==> src/rtl/irq_tick_pkg.sv <==
package irq_tick_pkg;

    typedef enum logic [1:0] {
        SRC_CPU_CYC  = 2'd0,
        SRC_A12_LINE = 2'd1,
        SRC_PPU_RD   = 2'd2,
        SRC_CPU_WR   = 2'd3
    } tick_src_e;

    typedef enum logic [1:0] {
        DIR_HALT_LO = 2'd0,
        DIR_UP      = 2'd1,
        DIR_DOWN    = 2'd2,
        DIR_HALT_HI = 2'd3
    } count_dir_e;

    typedef enum logic {
        BURST_IDLE,
        BURST_RUN
    } burst_state_e;

    typedef enum logic {
        IRQ_QUIET,
        IRQ_RAISED
    } irq_state_e;

    localparam int OFS_ENABLE  = 0;
    localparam int OFS_MODE    = 1;
    localparam int OFS_DISARM  = 2;
    localparam int OFS_ARM     = 3;
    localparam int OFS_PRELOAD = 4;
    localparam int OFS_CNTLOAD = 5;
    localparam int OFS_KEY     = 6;

endpackage

==> src/rtl/irq_cfg_regs.sv <==
module irq_cfg_regs
    import irq_tick_pkg::*;
#(
    parameter int DATA_W = 8,
    parameter int ADDR_W = 3
) (
    input  logic              clk,
    input  logic              rst_n,
    input  logic              wr_en,
    input  logic [ADDR_W-1:0] wr_addr,
    input  logic [DATA_W-1:0] wr_data,
    output logic              enable,
    output logic [DATA_W-1:0] mode,
    output logic              load_pre,
    output logic              load_cnt,
    output logic [DATA_W-1:0] load_val,
    output logic              ack
);

    logic [DATA_W-1:0] key_q;

    always_comb begin
        load_pre = wr_en && (wr_addr == ADDR_W'(OFS_PRELOAD));
        load_cnt = wr_en && (wr_addr == ADDR_W'(OFS_CNTLOAD));
        load_val = wr_data ^ key_q;
        ack      = wr_en && (((wr_addr == ADDR_W'(OFS_ENABLE)) && !wr_data[0])
                          || (wr_addr == ADDR_W'(OFS_DISARM)));
    end

    always_ff @(posedge clk or negedge rst_n) begin
        if (!rst_n) begin
            enable <= 1'b0;
            mode   <= '0;
            key_q  <= '0;
        end else if (wr_en) begin
            case (wr_addr)
                ADDR_W'(OFS_ENABLE): enable <= wr_data[0];
                ADDR_W'(OFS_MODE):   mode   <= wr_data;
                ADDR_W'(OFS_DISARM): enable <= 1'b0;
                ADDR_W'(OFS_ARM):    enable <= 1'b1;
                ADDR_W'(OFS_KEY):    key_q  <= wr_data;
                default: ;
            endcase
        end
    end

endmodule

==> src/rtl/irq_a12_burst.sv <==
module irq_a12_burst
    import irq_tick_pkg::*;
#(
    parameter int BURST_LEN = 8
) (
    input  logic clk,
    input  logic rst_n,
    input  logic event_i,
    output logic tick_o
);

    localparam int LEFT_W = (BURST_LEN > 2) ? $clog2(BURST_LEN) : 1;

    burst_state_e state_q, state_d;
    logic [LEFT_W-1:0] left_q, left_d;

    always_comb begin
        state_d = state_q;
        left_d  = left_q;
        unique case (state_q)
            BURST_IDLE: begin
                if (event_i) begin
                    state_d = BURST_RUN;
                    left_d  = LEFT_W'(BURST_LEN - 1);
                end
            end
            BURST_RUN: begin
                if (left_q == '0) state_d = BURST_IDLE;
                else              left_d  = left_q - LEFT_W'(1);
            end
        endcase
    end

    always_ff @(posedge clk or negedge rst_n) begin
        if (!rst_n) begin
            state_q <= BURST_IDLE;
            left_q  <= '0;
        end else begin
            state_q <= state_d;
            left_q  <= left_d;
        end
    end

    always_comb begin
        tick_o = (state_q == BURST_RUN);
    end


    burst_start_chk: assert property (@(posedge clk) disable iff (!rst_n)
        $rose(tick_o) |-> $past(event_i));

endmodule

==> src/rtl/irq_count_core.sv <==
module irq_count_core
    import irq_tick_pkg::*;
#(
    parameter int DATA_W = 8,
    parameter int FINE_W = 3
) (
    input  logic              clk,
    input  logic              rst_n,
    input  tick_src_e         src,
    input  count_dir_e        dir,
    input  logic              fine_sel,
    input  logic              tick_cpu,
    input  logic              tick_a12,
    input  logic              tick_rd,
    input  logic              tick_wr,
    input  logic              load_pre,
    input  logic              load_cnt,
    input  logic [DATA_W-1:0] load_val,
    output logic              terminal_hit
);

    localparam logic [DATA_W-1:0] FINE_MASK = DATA_W'((1 << FINE_W) - 1);

    logic [DATA_W-1:0] pre_q, cnt_q, pre_nx, cnt_nx, mask;
    logic tick_sel, counting, active, step;

    always_comb begin
        unique case (src)
            SRC_CPU_CYC:  tick_sel = tick_cpu;
            SRC_A12_LINE: tick_sel = tick_a12;
            SRC_PPU_RD:   tick_sel = tick_rd;
            SRC_CPU_WR:   tick_sel = tick_wr;
        endcase
        mask     = fine_sel ? FINE_MASK : '1;
        counting = (dir == DIR_UP) || (dir == DIR_DOWN);
        active   = tick_sel && counting && !load_pre && !load_cnt;
        if (dir == DIR_UP) begin
            pre_nx = pre_q + DATA_W'(1);
            cnt_nx = cnt_q + DATA_W'(1);
            step   = (pre_nx & mask) == '0;
            terminal_hit = active && step && (cnt_nx == '0);
        end else begin
            pre_nx = pre_q - DATA_W'(1);
            cnt_nx = cnt_q - DATA_W'(1);
            step   = (pre_nx & mask) == mask;
            terminal_hit = active && step && (cnt_nx == '1);
        end
    end

    always_ff @(posedge clk or negedge rst_n) begin
        if (!rst_n) begin
            pre_q <= '0;
            cnt_q <= '0;
        end else begin
            if (load_pre) pre_q <= load_val;
            if (load_cnt) cnt_q <= load_val;
            if (active) begin
                pre_q <= pre_nx;
                if (step) cnt_q <= cnt_nx;
            end
        end
    end


    stopped_hold_chk: assert property (@(posedge clk) disable iff (!rst_n)
        (!counting && !load_pre && !load_cnt) |=> ($stable(cnt_q) && $stable(pre_q)));


    single_step_chk: assert property (@(posedge clk) disable iff (!rst_n)
        !load_cnt |=> (cnt_q == $past(cnt_q) || cnt_q == $past(cnt_q) + DATA_W'(1)
                       || cnt_q == $past(cnt_q) - DATA_W'(1)));

endmodule

==> src/rtl/irq_line_counter.sv <==
module irq_line_counter
    import irq_tick_pkg::*;
#(
    parameter int DATA_W    = 8,
    parameter int ADDR_W    = 3,
    parameter int FINE_W    = 3,
    parameter int BURST_LEN = 8
) (
    input  logic              clk,
    input  logic              rst_n,
    input  logic              wr_en,
    input  logic [ADDR_W-1:0] wr_addr,
    input  logic [DATA_W-1:0] wr_data,
    input  logic              tick_cpu_cycle,
    input  logic              tick_a12_line,
    input  logic              tick_ppu_read,
    input  logic              tick_cpu_write,
    output logic              irq
);

    logic              enable, load_pre, load_cnt, ack, hit, a12_tick;
    logic [DATA_W-1:0] mode, load_val;
    irq_state_e        state_q, state_d;

    irq_cfg_regs #(.DATA_W(DATA_W), .ADDR_W(ADDR_W)) u_regs (
        .clk(clk), .rst_n(rst_n), .wr_en(wr_en), .wr_addr(wr_addr),
        .wr_data(wr_data), .enable(enable), .mode(mode),
        .load_pre(load_pre), .load_cnt(load_cnt), .load_val(load_val), .ack(ack)
    );

    irq_a12_burst #(.BURST_LEN(BURST_LEN)) u_burst (
        .clk(clk), .rst_n(rst_n), .event_i(tick_a12_line), .tick_o(a12_tick)
    );

    irq_count_core #(.DATA_W(DATA_W), .FINE_W(FINE_W)) u_core (
        .clk(clk), .rst_n(rst_n),
        .src(tick_src_e'(mode[1:0])),
        .dir(count_dir_e'(mode[DATA_W-1:DATA_W-2])),
        .fine_sel(mode[2]),
        .tick_cpu(tick_cpu_cycle), .tick_a12(a12_tick),
        .tick_rd(tick_ppu_read), .tick_wr(tick_cpu_write),
        .load_pre(load_pre), .load_cnt(load_cnt), .load_val(load_val),
        .terminal_hit(hit)
    );

    always_comb begin
        state_d = state_q;
        unique case (state_q)
            IRQ_QUIET:  if (hit && enable && !ack) state_d = IRQ_RAISED;
            IRQ_RAISED: if (ack)                   state_d = IRQ_QUIET;
        endcase
    end

    always_ff @(posedge clk or negedge rst_n) begin
        if (!rst_n) state_q <= IRQ_QUIET;
        else        state_q <= state_d;
    end

    always_comb begin
        irq = (state_q == IRQ_RAISED);
    end


    ack_drop_chk: assert property (@(posedge clk) disable iff (!rst_n)
        ack |=> !irq);


    irq_hold_chk: assert property (@(posedge clk) disable iff (!rst_n)
        (irq && !ack) |=> irq);


    irq_needs_enable_chk: assert property (@(posedge clk) disable iff (!rst_n)
        $rose(irq) |-> $past(enable));

endmodule

==> config.mk <==
export PLATFORM = sky130hd
export DESIGN_NAME = irq_line_counter
export DESIGN_NICKNAME = d
export VERILOG_FILES = /design/src/rtl/irq_tick_pkg.sv /design/src/rtl/irq_cfg_regs.sv /design/src/rtl/irq_a12_burst.sv /design/src/rtl/irq_count_core.sv /design/src/rtl/irq_line_counter.sv
export SDC_FILE = /design/constraint.sdc
export NUM_CORES = 1
export LEC_CHECK = 0
export CELL_PAD_IN_SITES_DETAIL_PLACEMENT = 2
export CELL_PAD_IN_SITES_GLOBAL_PLACEMENT = 2
export CORE_MARGIN = 4
export CORE_UTILIZATION = 43
export CTS_CLUSTER_SIZE = 28
export DETAILED_ROUTE_END_ITERATION = 8
export DONT_BUFFER_PORTS = 1
export GPL_TIMING_DRIVEN = 0
export PLACE_DENSITY_LB_ADDON = 0.1
export SYNTH_ARGS = -nofsm -noshare
export SYNTH_HDL_FRONTEND = slang
export SYNTH_SLANG_ARGS = --single-unit
==> constraint.sdc <==
create_clock -name clk -period 3.95 [get_ports clk]
set_input_delay 0.5925 -clock clk [delete_from_list [all_inputs] [get_ports clk]]
set_output_delay 0.5925 -clock clk [all_outputs]
set_load 0.02 [all_outputs]
==> metrics, run 1 <==
post-synth design cell area=between 2000 and 3000 sq um; share of the synthesized area in the top cell type=33.5%; most common flop cell mapped by yosys=dfrtp_1; Clock Latency Late Sink=about 0.3 ns; CP Max Fanout=10; final WL=8.16 mm; clock buffer depth=2; Register-to-Register Path Depth=8; number of synthesized register bits=35; initial antenna violation count=0; Initial Util=between 40 and 50%; Residual DRC=0; RR Endpoint=irq$_DFF_PN0_; crit path kind=reg -> reg; Tcrit/Tclk final=between 70% and 80%; Tmin final=approximately 2.8 ns; Synth area leaders=dfrtp_1 33%, mux2_2 5.2%, ha_1 4.8%; pre-CTS setup slack=roughly 1.2 ns; clock buffer count from CTS=5; fin. max-slew vios=0; Post-Synthesis Cells=~300; critical path startpoint category=register; Mapped Nets=roughly 330; clock sinks=35; CP bufs+invs=3; DR WL/cell=approximately 21 microns; ANT cells=0; syn_area_per_cell=roughly 9 sq um; Most common cell on crit path=clkbuf_1; maximum VDD drop=about 0.28 mV; Final setup viols=0; RSZ-0062 raised after global routing=false; grt ovf=0; Worst R2R Setup Slack=1.12 ns; final setup TNS=0 ns; crit-path cells=inv_1 -> ha_1 -> clkbuf_1 -> clkbuf_1 -> nand3_1 -> a2111oi_0 -> o2111ai_1 -> a21oi_1; slew margin rel.=approximately 37%; number of synthesized flops with an enable pin=0; final hold viol count=0; post-synth cell types=between 60 and 70; detailed placer's ending HPWL=approximately 6.1 mm; GPL Wtd Cong=0.786; Post-synth ARST share=between 90% and 100%; largest net degree at the start of global routing=36; Buffers on Ports=0; Final WS setup=between 1 and 1.5 ns; Final Skew=a little under 0.009 ns; CP delay by family, top=compound AO/OA/AOI/OAI gates; Min-Delay Path Class=in -> async; status=finished, final reports clean; max cap viols=0; Leakage=~1.1 nW; GRT Total Usage=around a quarter; htree depth=2; Power Density=about 700 nW/um^2; Critical path origin=u_regs.mode[7]$_DFFE_PN0P_; Worst-Margin Slew=between 0.9 and 1 ns; commonest non-fill, non-tap cells in the layout=35 x dfrtp_1, 27 x nand2_1, 27 x nor2_1, 14 x nor3_1, 12 x mux2_2; Setup crit end kind=register; area of the die=7400 sq um; # nets final=about 330; critical path data arrival time=~3.1 ns; Die Y=roughly 86 microns; vias=approximately 2300; share of cells above drive strength 1=between 10 and 15%; CTS tree=yes; post-route ant nets=0; Area Overhead vs Synth=7.74%; clk root buf=clkbuf_8; sequential share of the synthesized area=33.5%; 1st-pass router iterations=4; Critical Path RT=between 4 and 5 ns; FP Rows=28; leading area contributor after synthesis=dfrtp_1; Synth Warn #=0; DRT iter0 DRCs=a little over 90; clock-pin transition on the worst setup and hold timing paths=~0.08 ns; Max Clk Rate=around 350 MHz; slowest cell delay on critical path=~0.55 ns; DIE WIDTH=between 80 and 90 microns; slowest cell on the critical path=a2111oi_0; most common cell after layout, fill and taps aside=dfrtp_1; worst r2r src=u_regs.mode[7]$_DFFE_PN0P_; first-pass GRT wire length=about 13 mm; IO Pins=19; vias in the first global route=between 2000 and 3000; CORE AREA=a little under 6000 sq um; vias per cell=between 6 and 7
## metal layers
metal  up-vias  wire length [microns]  track usage, %
met2        50                   3910            39.8
met4         0                    112            5.47
met1      1164                   3780            31.1
met3        10                    353            4.23
li1       1102                      -               -
met5         -                      0               0
## report_power, final
part | leakage (nW) | internal, W | switching, W
Combinational | 0.653 | 0.000428 | 0.000657
Sequential | 0.413 | 0.000488 | 0.000138
Clock | 0.0402 | 0.000123 | 0.000150
Total | 1.11 | 0.00104 | 0.000945
## worst max-delay path by stage
stage / endpoint / slack [ns] / cells after the start
CTS: irq$_DFF_PN0_ / 1.09 / 8
detailed placement: irq$_DFF_PN0_ / 1.17 / 8
finish: irq$_DFF_PN0_ / 1.12 / 8
global route: irq$_DFF_PN0_ / 0.99 / 8
global placement: irq$_DFF_PN0_ / 1.27 / 8
floorplan: u_core.cnt_q[0]$_DFF_PN0_ / 1.76 / 8
## synthesized netlist by cell type, types with 4 or more instances
master    instances
a21oi_1          10
a31oi_1           9
buf_2             4
clkbuf_1          8
dfrtp_1          35
ha_1             10
inv_1            10
mux2_2           12
mux2i_1           7
nand2_1          27
nand2b_1          4
nand3_1           6
nand3b_1          4
nor2_1           27
nor3_1           14
nor4_1            4
o211ai_1          8
o21ai_0           7
o31ai_1           5
or3_1             4
xnor2_1          10
xor2_1           10
## final cells by class
class	instances	area, sq um
fill	636	3100
multi-input combinational	234	1620
sequential	35	876
tap	75	93.8
buffer	18	82.6
clock buffer	5	68.8
inverter	10	37.5
clock inverter	3	20.0
timing repair buffer	1	20.0
## logic make-up after synthesis
kind of cell,share of synthesized area [%]
AO/OA/AOI/OAI,17.9
multiplexers,8.70
flip-flops,33.5
adder cells (fa/ha/maj),4.78
AND/OR/NAND/NOR,23.9
buffers and inverters,4.59
XOR/XNOR,6.69
## timing repair
item / in CTS / in global routing
setup buffers: 0 / 0
gates resized for setup: 0 / 0
hold buffers: 1 / 0
endpoints found under the setup margin: 0 / 0
endpoints found under the hold margin: 35 / 0
## stage by stage
stage / std cells / util (%) / instance area [sq um] / power [W] / hold slack, ns
2_1_floorplan: 297 / - / 2620 / 0.00140 / 0.297
3_5_place_dp: 372 / 45.8 / 2710 / 0.00170 / 0.298
5_1_grt: 381 / 47.6 / 2820 / 0.00215 / 0.136
3_3_place_gp: 372 / 45.8 / 2710 / 0.00163 / 0.298
4_1_cts: 381 / 47.6 / 2820 / 0.00200 / 0.127
6_report: 381 / 47.6 / 2820 / 0.00198 / 0.127
## state kept, by name, indices dropped and copies added, names as in the netlist
| register | cells |
|---|---|
| u_core.cnt_q | 8 |
| u_core.pre_q | 8 |
| u_regs.key_q | 8 |
| u_regs.mode | 5 |
| u_burst.left_q | 3 |
| irq | 1 |
| u_burst.tick_o | 1 |
| u_regs.enable | 1 |
Note: power is estimated with default switching activity, not from simulation.
==> run 2: changes to the inputs <==
--- a/config.mk
+++ b/config.mk
@@ -8,7 +8,7 @@
 export CELL_PAD_IN_SITES_DETAIL_PLACEMENT = 2
 export CELL_PAD_IN_SITES_GLOBAL_PLACEMENT = 2
 export CORE_MARGIN = 4
-export CORE_UTILIZATION = 43
+export CORE_UTILIZATION = 36
 export CTS_CLUSTER_SIZE = 28
 export DETAILED_ROUTE_END_ITERATION = 8
 export DONT_BUFFER_PORTS = 1
==> constraint.sdc (replaced) <==
create_clock -name clk -period 2.5 [get_ports clk]
set_input_delay 0.375 -clock clk [delete_from_list [all_inputs] [get_ports clk]]
set_output_delay 0.375 -clock clk [all_outputs]
set_load 0.02 [all_outputs]
==> run 2 against run 1 <==
Effect of this change: hold slack better by 0.091 ns; routed wire length is 0.47% lower; register-to-register slack worse by 1.1 ns; worst setup slack worse by 1.1 ns; design area is 4.0% higher; largest power group unchanged.
==> metrics, run 2 (same netlist as run 1, synthesis figures left out) <==
most common cell after layout, fill and taps aside=dfrtp_1 (unchanged); Setup crit end kind=register (unchanged); DIE WIDTH=93.3 microns (was 86.0 microns); htree depth=2 (unchanged); IO Pins=19 (unchanged); Worst-Margin Slew=0.690 ns (was 0.938 ns); sequential cell area=878 sq um (was 876 sq um); status=finished, final reports clean (unchanged); vias=2345 (was 2326); detailed placer's ending HPWL=6.11 mm (was 6.10 mm); commonest non-fill, non-tap cells in the layout=33 x dfrtp_1, 27 x nand2_1, 27 x nor2_1, 13 x nor3_1, 12 x mux2_2 (was 35 x dfrtp_1, 27 x nand2_1, 27 x nor2_1, 14 x nor3_1, 12 x mux2_2); fill cell count=764 (was 636); placed cells=393 (was 372); DR WL/cell=20.2 microns (was 21.4 microns); maximum VDD drop=0.468 mV (was 0.277 mV); finished layout cell area=2930 sq um (was 2820 sq um); multi-input logic area=1690 sq um (was 1620 sq um); # nets final=333 (unchanged); Initial Util=37.7% (was 44.2%); crit path kind=reg -> reg (unchanged); clock buffer depth=2 (unchanged); Finished Layout Cells=402 (was 381); clock sinks=35 (unchanged); Power Density=1100 nW/um^2 (was 703 nW/um^2); Area Overhead vs Synth=12.1% (was 7.74%); pre-CTS setup slack=-0.268 ns (was 1.17 ns); ANT cells=0 (unchanged); DRT iter0 DRCs=75 (was 93); first-pass GRT wire length=13.8 mm (was 13.4 mm); clock-pin transition on the worst setup and hold timing paths=0.09 ns (was 0.08 ns); grt ovf=0 (unchanged); CP Max Fanout=9 (was 10); GRT Total Usage=20.2% (was 23.5%); 1st-pass router iterations=4 (unchanged); Max Clk Rate=409 MHz (was 353 MHz); Tcrit/Tclk final=97.7% (was 71.6%); Min-Delay Path Class=in -> reg (was in -> async); Tmin final=2.44 ns (was 2.83 ns); CORE AREA=6940 sq um (was 5920 sq um); Residual DRC=0 (unchanged); biggest regs=u_core.cnt_q: 8 flops, u_core.pre_q: 8 flops, u_regs.key_q: 8 flops (unchanged); clk root buf=clkbuf_8 (unchanged); post-route ant nets=0 (unchanged); final hold viol count=0 (unchanged); RSZ-0062 raised after global routing=true (was false); share of cells above drive strength 1=16.7% (was 12.7%); Final Skew=0.0119 ns (was 0.00867 ns); max cap viols=0 (unchanged); vias in the first global route=2577 (was 2540); final setup TNS=0 ns (unchanged); dpl cell area=2740 sq um (was 2710 sq um); initial antenna violation count=0 (unchanged); Critical Path RT=2.73 ns (was 4.17 ns); critical path startpoint category=register (unchanged); Clock Latency Late Sink=0.30 ns (about the same); clock buffer count from CTS=5 (unchanged); fin. max-slew vios=0 (unchanged); vias per cell=5.83 (was 6.10); final WL=8.12 mm (was 8.16 mm); Final WS setup=0.0579 ns (was 1.12 ns); largest net degree at the start of global routing=36 (unchanged); Die Y=93.3 microns (was 86.0 microns); Final setup viols=0 (unchanged); Leakage=1.13 nW (was 1.11 nW); slew margin rel.=54.0% (was 37.4%); area of the die=8700 sq um (was 7400 sq um); CTS tree=yes (unchanged); Buffers on Ports=0 (unchanged); FP Rows=30 (was 28); critical path data arrival time=2.67 ns (was 3.05 ns); GPL Wtd Cong=0.828 (was 0.786); fin util=42.3% (was 47.6%)
==> run 2: cell types whose count changed in the layout (fill, tap and decap cells not counted), moves of 2 or more <==
cell	before	now
buf_4	0	2
clkbuf_1	8	6
dfrtp_1	35	33
dfrtp_2	0	2
ha_1	10	8
==> run 2: metal layers <==
| layer | global-route usage [%] | wire, microns | vias to the layer above |
|---|---|---|---|
| li1 | - | - | 1104 |
| met1 | 28.7 | 3960 | 1206 |
| met2 | 32.6 | 3860 | 30 |
| met3 | 3.46 | 238 | 5 |
| met4 | 3.42 | 61 | 0 |
| met5 | 0 | 0 | - |
==> run 2: final cells by class <==
class / instances / share of cell area (%)
Inverter: 10 / 1.28
Buffer: 16 / 2.90
Clock buffer: 5 / 2.35
Multi-Input combinational cell: 234 / 57.5
Sequential cell: 35 / 29.9
Timing Repair Buffer: 3 / 1.28
Tap cell: 96 / 4.09
Clock inverter: 3 / 0.682
==> run 2: repair_timing <==
item                                    4_1_cts  5_1_grt
resized for setup                             7       14
endpoints found under the hold margin        35        0
hold buffers                                  2        0
setup buffers                                 0        1
pin swaps                                     0        1
endpoints found under the setup margin        6       12
gates cloned                                  0        0
==> run 2: final timing paths <==
check / from / end / slack (ns) / cells past startpoint
setup / recovery: u_core.cnt_q[0]$_DFF_PN0_ / irq$_DFF_PN0_ / 0.06 / 8
hold / removal: wr_data[7] / u_regs.mode[7]$_DFFE_PN0P_ / 0.22 / 2
setup reg to reg: u_core.cnt_q[0]$_DFF_PN0_ / irq$_DFF_PN0_ / 0.06 / 8
hold reg to reg: u_burst.left_q[0]$_DFFE_PN0P_ / u_burst.left_q[0]$_DFFE_PN0P_ / 0.49 / 1
max in group asynchronous: rst_n / u_core.pre_q[0]$_DFFE_PN0P_ / 1.74 / 2
min in group asynchronous: rst_n / u_core.pre_q[1]$_DFFE_PN0P_ / 0.54 / 2
==> run 2: worst max-delay path, stage by stage (launching register included) <==
cell       delay (ns)
dfrtp_1          0.48
inv_1            0.14
ha_1             0.21
or3b_2           0.51
nor3_1           0.19
a31oi_1          0.06
nor4bb_1         0.40
o2111ai_1        0.20
a21oi_1          0.18
==> run 2: power by group <==
group | leakage [nW] | total, W | switching, W | internal (W)
logic | 0.682 | 0.00179 | 0.00107 | 0.000721
clock network | 0.0402 | 0.000442 | 0.000247 | 0.000194
registers | 0.411 | 0.00100 | 0.000227 | 0.000774
==> run 2: per-stage QoR <==
| stage | total power (W) | hold WS (ns) |
|---|---|---|
| floorplan | 0.00222 | 0.0794 |
| global placement | 0.00260 | 0.0802 |
| detailed placement | 0.00268 | 0.0800 |
| CTS | 0.00317 | 0.216 |
| global route | 0.00353 | 0.208 |
| finish | 0.00323 | 0.218 |
